$ cat src/rtl/igb_pkg.sv
package igb_pkg;
  localparam int ADDR_W  = 8;
  localparam int NUM_TGT = 2;
  localparam int TGT_CPU = 0;
  localparam int TGT_COP = 1;

  localparam logic [ADDR_W-1:0] OFF_FIQ_STAT = 8'h08;
  localparam logic [ADDR_W-1:0] OFF_FRC      = 8'h14;
  localparam logic [ADDR_W-1:0] OFF_FRC_SET  = 8'h18;
  localparam logic [ADDR_W-1:0] OFF_FRC_CLR  = 8'h1C;

  // Per-target block: mask at base, set at +4, clear at +8, class at +C
  localparam logic [ADDR_W-1:0] STEP_SET = 8'h04;
  localparam logic [ADDR_W-1:0] STEP_CLR = 8'h08;
  localparam logic [ADDR_W-1:0] STEP_CLS = 8'h0C;

  function automatic logic [ADDR_W-1:0] tgt_base(input int t);
    return (t == TGT_CPU) ? 8'h20 : 8'h30;
  endfunction
endpackage

$ cat src/rtl/igb_sync.sv
module igb_sync #(
  parameter int W      = 32,
  parameter int STAGES = 2
) (
  input  logic         clk,
  input  logic         rst,
  input  logic [W-1:0] d,
  output logic [W-1:0] q
);
  logic [STAGES-1:0][W-1:0] stage_q;

  always_ff @(posedge clk) begin
    if (rst) begin
      stage_q <= '0;
    end else begin
      stage_q[0] <= d;
      for (int i = 1; i < STAGES; i++) begin
        stage_q[i] <= stage_q[i-1];
      end
    end
  end

  assign q = stage_q[STAGES-1];
endmodule

$ cat src/rtl/igb_regs.sv
module igb_regs
  import igb_pkg::*;
#(
  parameter int W  = 32,
  parameter int NT = NUM_TGT
) (
  input  logic                 clk,
  input  logic                 rst,
  input  logic                 psel,
  input  logic                 penable,
  input  logic                 pwrite,
  input  logic [ADDR_W-1:0]    paddr,
  input  logic [W-1:0]         pwdata,
  input  logic [W-1:0]         fiq_stat,
  output logic [W-1:0]         prdata,
  output logic [W-1:0]         frc_q,
  output logic [NT-1:0][W-1:0] en_q,
  output logic [NT-1:0][W-1:0] cls_q
);
  logic              wr_acc;
  logic              rd_acc;
  logic [ADDR_W-1:0] word;
  logic [W-1:0]      rd_mux;

  assign wr_acc = psel && penable && pwrite;
  assign rd_acc = psel && penable && !pwrite;
  assign word   = {paddr[ADDR_W-1:2], 2'b00};

  // Forced requests: alias-only updates
  always_ff @(posedge clk) begin
    if (rst) begin
      frc_q <= '0;
    end else if (wr_acc) begin
      if (word == OFF_FRC_SET) frc_q <= frc_q | pwdata;
      else if (word == OFF_FRC_CLR) frc_q <= frc_q & ~pwdata;
    end
  end

  // One enable mask and one class word per target
  for (genvar t = 0; t < NT; t++) begin : g_tgt
    localparam logic [ADDR_W-1:0] BASE = tgt_base(t);

    always_ff @(posedge clk) begin
      if (rst) begin
        en_q[t] <= '0;
      end else if (wr_acc) begin
        if (word == BASE + STEP_SET) en_q[t] <= en_q[t] | pwdata;
        else if (word == BASE + STEP_CLR) en_q[t] <= en_q[t] & ~pwdata;
      end
    end

    always_ff @(posedge clk) begin
      if (rst) begin
        cls_q[t] <= '0;
      end else if (wr_acc && word == BASE + STEP_CLS) begin
        cls_q[t] <= pwdata;
      end
    end
  end

  always_comb begin
    rd_mux = '0;
    if (word == OFF_FIQ_STAT) rd_mux = fiq_stat;
    if (word == OFF_FRC) rd_mux = frc_q;
    for (int t = 0; t < NT; t++) begin
      if (word == tgt_base(t)) rd_mux = en_q[t];
      if (word == tgt_base(t) + STEP_CLS) rd_mux = cls_q[t];
    end
  end

  always_ff @(posedge clk) begin
    if (rst) begin
      prdata <= '0;
    end else if (rd_acc) begin
      prdata <= rd_mux;
    end
  end
endmodule

$ cat src/rtl/igb_route.sv
module igb_route #(
  parameter int W  = 32,
  parameter int NT = 2
) (
  input  logic                 clk,
  input  logic                 rst,
  input  logic [W-1:0]         pend,
  input  logic [NT-1:0][W-1:0] en_q,
  input  logic [NT-1:0][W-1:0] cls_q,
  output logic [NT-1:0]        irq_o,
  output logic [NT-1:0]        fiq_o
);
  for (genvar t = 0; t < NT; t++) begin : g_tgt
    logic [W-1:0] live;
    assign live = pend & en_q[t];

    always_ff @(posedge clk) begin
      if (rst) begin
        irq_o[t] <= 1'b0;
        fiq_o[t] <= 1'b0;
      end else begin
        irq_o[t] <= |(live & ~cls_q[t]);
        fiq_o[t] <= |(live & cls_q[t]);
      end
    end
  end
endmodule

$ cat src/rtl/irq_gate_bank.sv
module irq_gate_bank
  import igb_pkg::*;
#(
  parameter int NUM_SRC     = 32,
  parameter int SYNC_STAGES = 2
) (
  input  logic               clk,
  input  logic               rst,
  input  logic               psel,
  input  logic               penable,
  input  logic               pwrite,
  input  logic [ADDR_W-1:0]  paddr,
  input  logic [NUM_SRC-1:0] pwdata,
  output logic [NUM_SRC-1:0] prdata,
  input  logic [NUM_SRC-1:0] hw_req,
  output logic               cpu_irq,
  output logic               cpu_fiq,
  output logic               cop_irq,
  output logic               cop_fiq
);
  localparam int NT = NUM_TGT;

  logic [NUM_SRC-1:0]         sync_vec;
  logic [NUM_SRC-1:0]         frc_vec;
  logic [NUM_SRC-1:0]         pend_vec;
  logic [NUM_SRC-1:0]         fiq_stat;
  logic [NT-1:0][NUM_SRC-1:0] en_vec;
  logic [NT-1:0][NUM_SRC-1:0] cls_vec;
  logic [NT-1:0]              irq_vec;
  logic [NT-1:0]              fiq_vec;

  igb_sync #(.W(NUM_SRC), .STAGES(SYNC_STAGES)) u_sync (
    .clk (clk),
    .rst (rst),
    .d   (hw_req),
    .q   (sync_vec)
  );

  assign pend_vec = sync_vec | frc_vec;
  assign fiq_stat = pend_vec & en_vec[TGT_CPU] & cls_vec[TGT_CPU];

  igb_regs #(.W(NUM_SRC), .NT(NT)) u_regs (
    .clk      (clk),
    .rst      (rst),
    .psel     (psel),
    .penable  (penable),
    .pwrite   (pwrite),
    .paddr    (paddr),
    .pwdata   (pwdata),
    .fiq_stat (fiq_stat),
    .prdata   (prdata),
    .frc_q    (frc_vec),
    .en_q     (en_vec),
    .cls_q    (cls_vec)
  );

  igb_route #(.W(NUM_SRC), .NT(NT)) u_route (
    .clk   (clk),
    .rst   (rst),
    .pend  (pend_vec),
    .en_q  (en_vec),
    .cls_q (cls_vec),
    .irq_o (irq_vec),
    .fiq_o (fiq_vec)
  );

  assign cpu_irq = irq_vec[TGT_CPU];
  assign cpu_fiq = fiq_vec[TGT_CPU];
  assign cop_irq = irq_vec[TGT_COP];
  assign cop_fiq = fiq_vec[TGT_COP];
endmodule

$ cat config.mk
export PLATFORM = sky130hd
export DESIGN_NAME = irq_gate_bank
export DESIGN_NICKNAME = d
export VERILOG_FILES = /design/src/rtl/igb_pkg.sv /design/src/rtl/igb_sync.sv /design/src/rtl/igb_regs.sv /design/src/rtl/igb_route.sv /design/src/rtl/irq_gate_bank.sv
export SDC_FILE = /design/constraint.sdc
export NUM_CORES = 1
export LEC_CHECK = 0
export BUFFER_PORTS_ARGS = -buffer_cell sky130_fd_sc_hd__buf_2
export CORE_UTILIZATION = 45
export CTS_CLUSTER_SIZE = 20
export DETAILED_ROUTE_END_ITERATION = 8
export PLACE_DENSITY_LB_ADDON = 0.25
export SYNTH_ARGS = -nofsm -noshare
export SYNTH_HDL_FRONTEND = slang
export SYNTH_HIERARCHICAL = 1
export SYNTH_SLANG_ARGS = --single-unit
$ cat constraint.sdc
create_clock -name clk -period 1.75 [get_ports clk]
set_input_delay 0.35 -clock clk [delete_from_list [all_inputs] [get_ports clk]]
set_output_delay 0.35 -clock clk [all_outputs]
set_load 0.01 [all_outputs]
* Word-level counts from Yosys, hierarchy flattened
Index checks and enable logic that the tools add are counted.
** Word-level totals
- Input port bits :: 77
- Register bits after elaboration :: 260
- Word-level logic and storage cells :: 68
** Cells by class
- Bitwise gates (word level) :: 16
- Reduce and logical (&&, ||, !) cells :: 16
- Eq/ne operators :: 12
- Mux-type cells :: 12
** Operators by type and width (count)
- 32-bit two-way mux :: 12
- 32-bit bitwise AND :: 9
- 32-bit OR :: 4
- 32-bit OR reduction :: 4
- 32-bit inverter :: 3
- 6-bit by 4-bit equality test with 1-bit output (second input constant) :: 8
- 6-bit by 3-bit equality test with 1-bit output (second input constant) :: 3
- 6-bit by 2-bit equality test with 1-bit output (second input constant) :: 1
- 2-bit AND reduction :: 3
- 2-bit nonzero test :: 3
- 1-bit logical AND :: 5
- 1-bit logical NOT :: 1

* Depth between registers and ports, before layout
- Word-level depth :: 9
- Mapped depth :: 7
- Mapped depth without buffers :: 5

* Modules after synthesis
Netlist, hierarchy kept.
** Modules (own cells, without submodules)
- igb_regs :: times used 1, area an instance 8394.3 µm², seq. area each 3843.7 µm², cells each 929
- igb_sync :: times used 1, area an instance 2158.3 µm², seq. area each 1281.2 µm², cells each 167
- igb_route :: times used 1, area an instance 1081.0 µm², seq. area each 80.1 µm², cells each 192
- irq_gate_bank :: times used 1, area an instance 520.5 µm², seq. area each 0.0 µm², cells each 64

* Worst setup path before layout
Ideal clock, no wire load.
- Path type :: input -> register
- Start :: input paddr[7]
- End :: register with a tool-made name
- Arrival time :: 1624 ps
- Slack :: -8 ps
- Stages :: 6
- Path through :: or2_1 buf_2 or4_1 nor2_2 buf_4 a211oi_1
** RTL lines
- start: declaration :: RTL line irq_gate_bank.sv:12 : input logic [ADDR_W-1:0] paddr,

==> impl_metrics.toml <==
[logic_synthesis]
yosysMostFrequentCell = "dfxtp_1"
synth_edf_count = 0
synth_nets = 1429
synth_top_area_share = 0.428
synth.cell_area_um2 = 12200
synth_area_leaders = "dfxtp_1 (43%), a21oi_1 (6.7%), nand2_1 (6.6%)"
synth_top_cell_by_area = "dfxtp_1"
ys.flop_type = "dfxtp_1"
ys_async_sr_fraction = 0
yosysWarningCount = 6
yosys-top-cells-count = "dfxtp_1 (260), nand2_1 (215), a21oi_1 (162), a211oi_1 (96), nand3_1 (68)"
ys_types = 49
synth_cells = 1352
avgSynthCellArea_um2 = 8.99
synth-seq-cells = 260
ys_seq_area_frac = 0.428

[timing]
slew_headroom = 0.668
fin_hold_ws_ns = 0.00322
slew_violations = 0
min_period_ns = 1.75
worst_pin_slew_ns = 0.493
period_share = 0.997
hold_violations = 0
setup_viol = 0
fmax_mhz = 573
finClkSkew_ns = 0.0129

[clock_tree]
root_buffer = "clkbuf_16"
cts_tree = "done"
ctsLongestPathBuffers = 3
path_clk_slew_ns = 0.06
cts_made_buffers = 29
cts.htree.levels = 1
postCtsSetupBuffers = 0
clkLatencyLatePin_ns = 0.56
clock_sinks = 260

[global_route]
grt_max_degree = 94
grt_overflow = 0
antenna_found_initial = 4
grt_pass1_wl_um = 60800
track_usage = 0.282
grt_pass1_vias = 10342

[critical_path]
critPathRequiredTime_ns = 2.13
crit_slowest_cell = "nor4_2"
cp_max_fo = 4
cp_top_family = "simple AND/OR/NAND/NOR gates"
crit_path_max_incr_delay_ns = 0.40
setup.worst_path.class = "reg -> reg"
crit_chain = "or2_1 -> nand2_1 -> o22ai_1 -> nor4_2 -> buf_4 -> a41oi_2"
startpoint_type = "register"
endpoint_kind = "register"
worst-path-buf-inv = 1
worstPathArrival_ns = 2.13

[detailed_routing]
detail_route.wl_per_cell_um = 22.6
finalWirelength_um = 40300
drtIter0Drc = 1295
vias = 11160
drt_first_pass_iters = 9
ant_nets = 0
drc = 14
viasPerCell = 6.27

[outcome]
violations = "DRC"
status = "finished, violations left"

[placement]
place_hpwl_um = 25300
dp_cells = 1712
gp_congestion = 0.908
io_buffer_count = 110

[pwr]
leakage_nw = 5.34
powerDensity_nw_per_um2 = 883
ir_drop_v = 0.000730

[job]
drv_cap = 0

[layout]
area_growth_syn_to_layout_pct = 16.7
fin_nets = 1500
final_cells = 1780
drive_gt1_frac = 0.230

[floorplanning]
start_util = 0.462
die_w_um = 166
ioPinCount = 113
dieArea_um2 = 27700
num_rows = 59
core_um2 = 26300
die_h_um = 166

[hold_path]
hp-class = "in -> reg"
layer usage:
metal,wire [µm],track usage
met5,17,0
met4,1190,0.101
met3,4570,0.0555
met2,17900,0.440
met1,16600,0.386
kinds of logic (layout without fill, tap and decap cells):
| family | Yosys count | after routing | share of synthesized area |
|---|---|---|---|
| muxes | 36 | 36 | 0.0328 |
| AOI/OAI and AO/OA | 448 | 448 | 0.261 |
| buffers and inverters | 158 | 248 | 0.0768 |
| and+or+nand+nor | 449 | 449 | 0.200 |
| xor gates and xnor gates | 1 | 1 | 0.000721 |
| DFF | 260 | 260 | 0.428 |
| other | 0 | 3 | 0 |
through the flow:
stage / cell area, µm² / worst slack, ns / util / setup TNS (ns) / total power, mW
after floorplan: 12200 / -0.00474 / - / -0.141 / 6.64
after global placement: 13100 / -0.234 / 0.499 / -24.49 / 6.84
after detailed placement: 13100 / -0.240 / 0.499 / -26.12 / 6.85
after CTS: 14100 / 0.0481 / 0.538 / 0 / 12.6
after global routing: 14200 / -0.00460 / 0.540 / -0.00460 / 12.9
final: 14200 / 0.00487 / 0.540 / 0 / 12.5
what timing repair did:
| item | 4_1_cts | 5_1_grt |
|---|---|---|
| resized for setup | 2 | 3 |
| hold buffers | 14 | 1 |
| endpoints found under the setup margin | 2 | 2 |
| pin swaps | 0 | 2 |
| endpoints found under the hold margin | 14 | 1 |
placed cells by master, fill, tap and decap left out, drive strengths merged, types with 4 or more instances in the layout:
cell type	synthesis	routed
dfxtp	260	260
a222oi	27	27
nand3b	12	12
nor4	12	12
clkbuf	47	46
a211oi	96	96
o221ai	31	31
or2	33	33
o2111ai	4	4
nor2b	66	66
and3	4	4
a21oi	162	162
mux2	31	31
a22oi	31	31
nand4	16	16
nor3	5	5
nand2	215	215
a2bb2oi	4	4
mux2i	5	5
o22ai	24	24
buf	110	181
a221oi	32	32
dlygate4sd3	0	15
nor2	5	5
nand3	68	68
o211a	32	32
worst reg2reg max path, cell delays in order, from the launching register on:
cell     delay (ns)
dfxtp_1        0.35
or2_1          0.29
nand2_1        0.09
o22ai_1        0.09
nor4_2         0.40
buf_4          0.19
a41oi_2        0.17
cell type report:
type	instances	area, µm²
fillers	2407	12100
flip-flops and latches	260	5200
well taps	335	419
clock buffers	45	826
clock inverters	5	60.1
inverters	1	3.75
multi-input cells	934	6070
repair buffers	197	1590
diodes	3	7.51
report_power, final:
group	internal, mW	switching [mW]	leakage, nW
combinational	0.285	0.437	2.80
clock	3.36	2.40	0.427
sequential	6.00	0.0370	2.11
total	9.64	2.88	5.34
final timing paths:
path                           start                end  slack (ns)  cells past startpoint
setup / recovery            register   u_route/irq_o[1]       0.005                      6
hold / removal             hw_req[3]  u_sync/stage_q[3]       0.003                      2
setup reg to reg            register   u_route/irq_o[1]       0.005                      6
hold reg to reg   u_sync/stage_q[12]       u_sync/q[12]        0.43                      1
No activity file was read; power rests on OpenSTA's default activity.
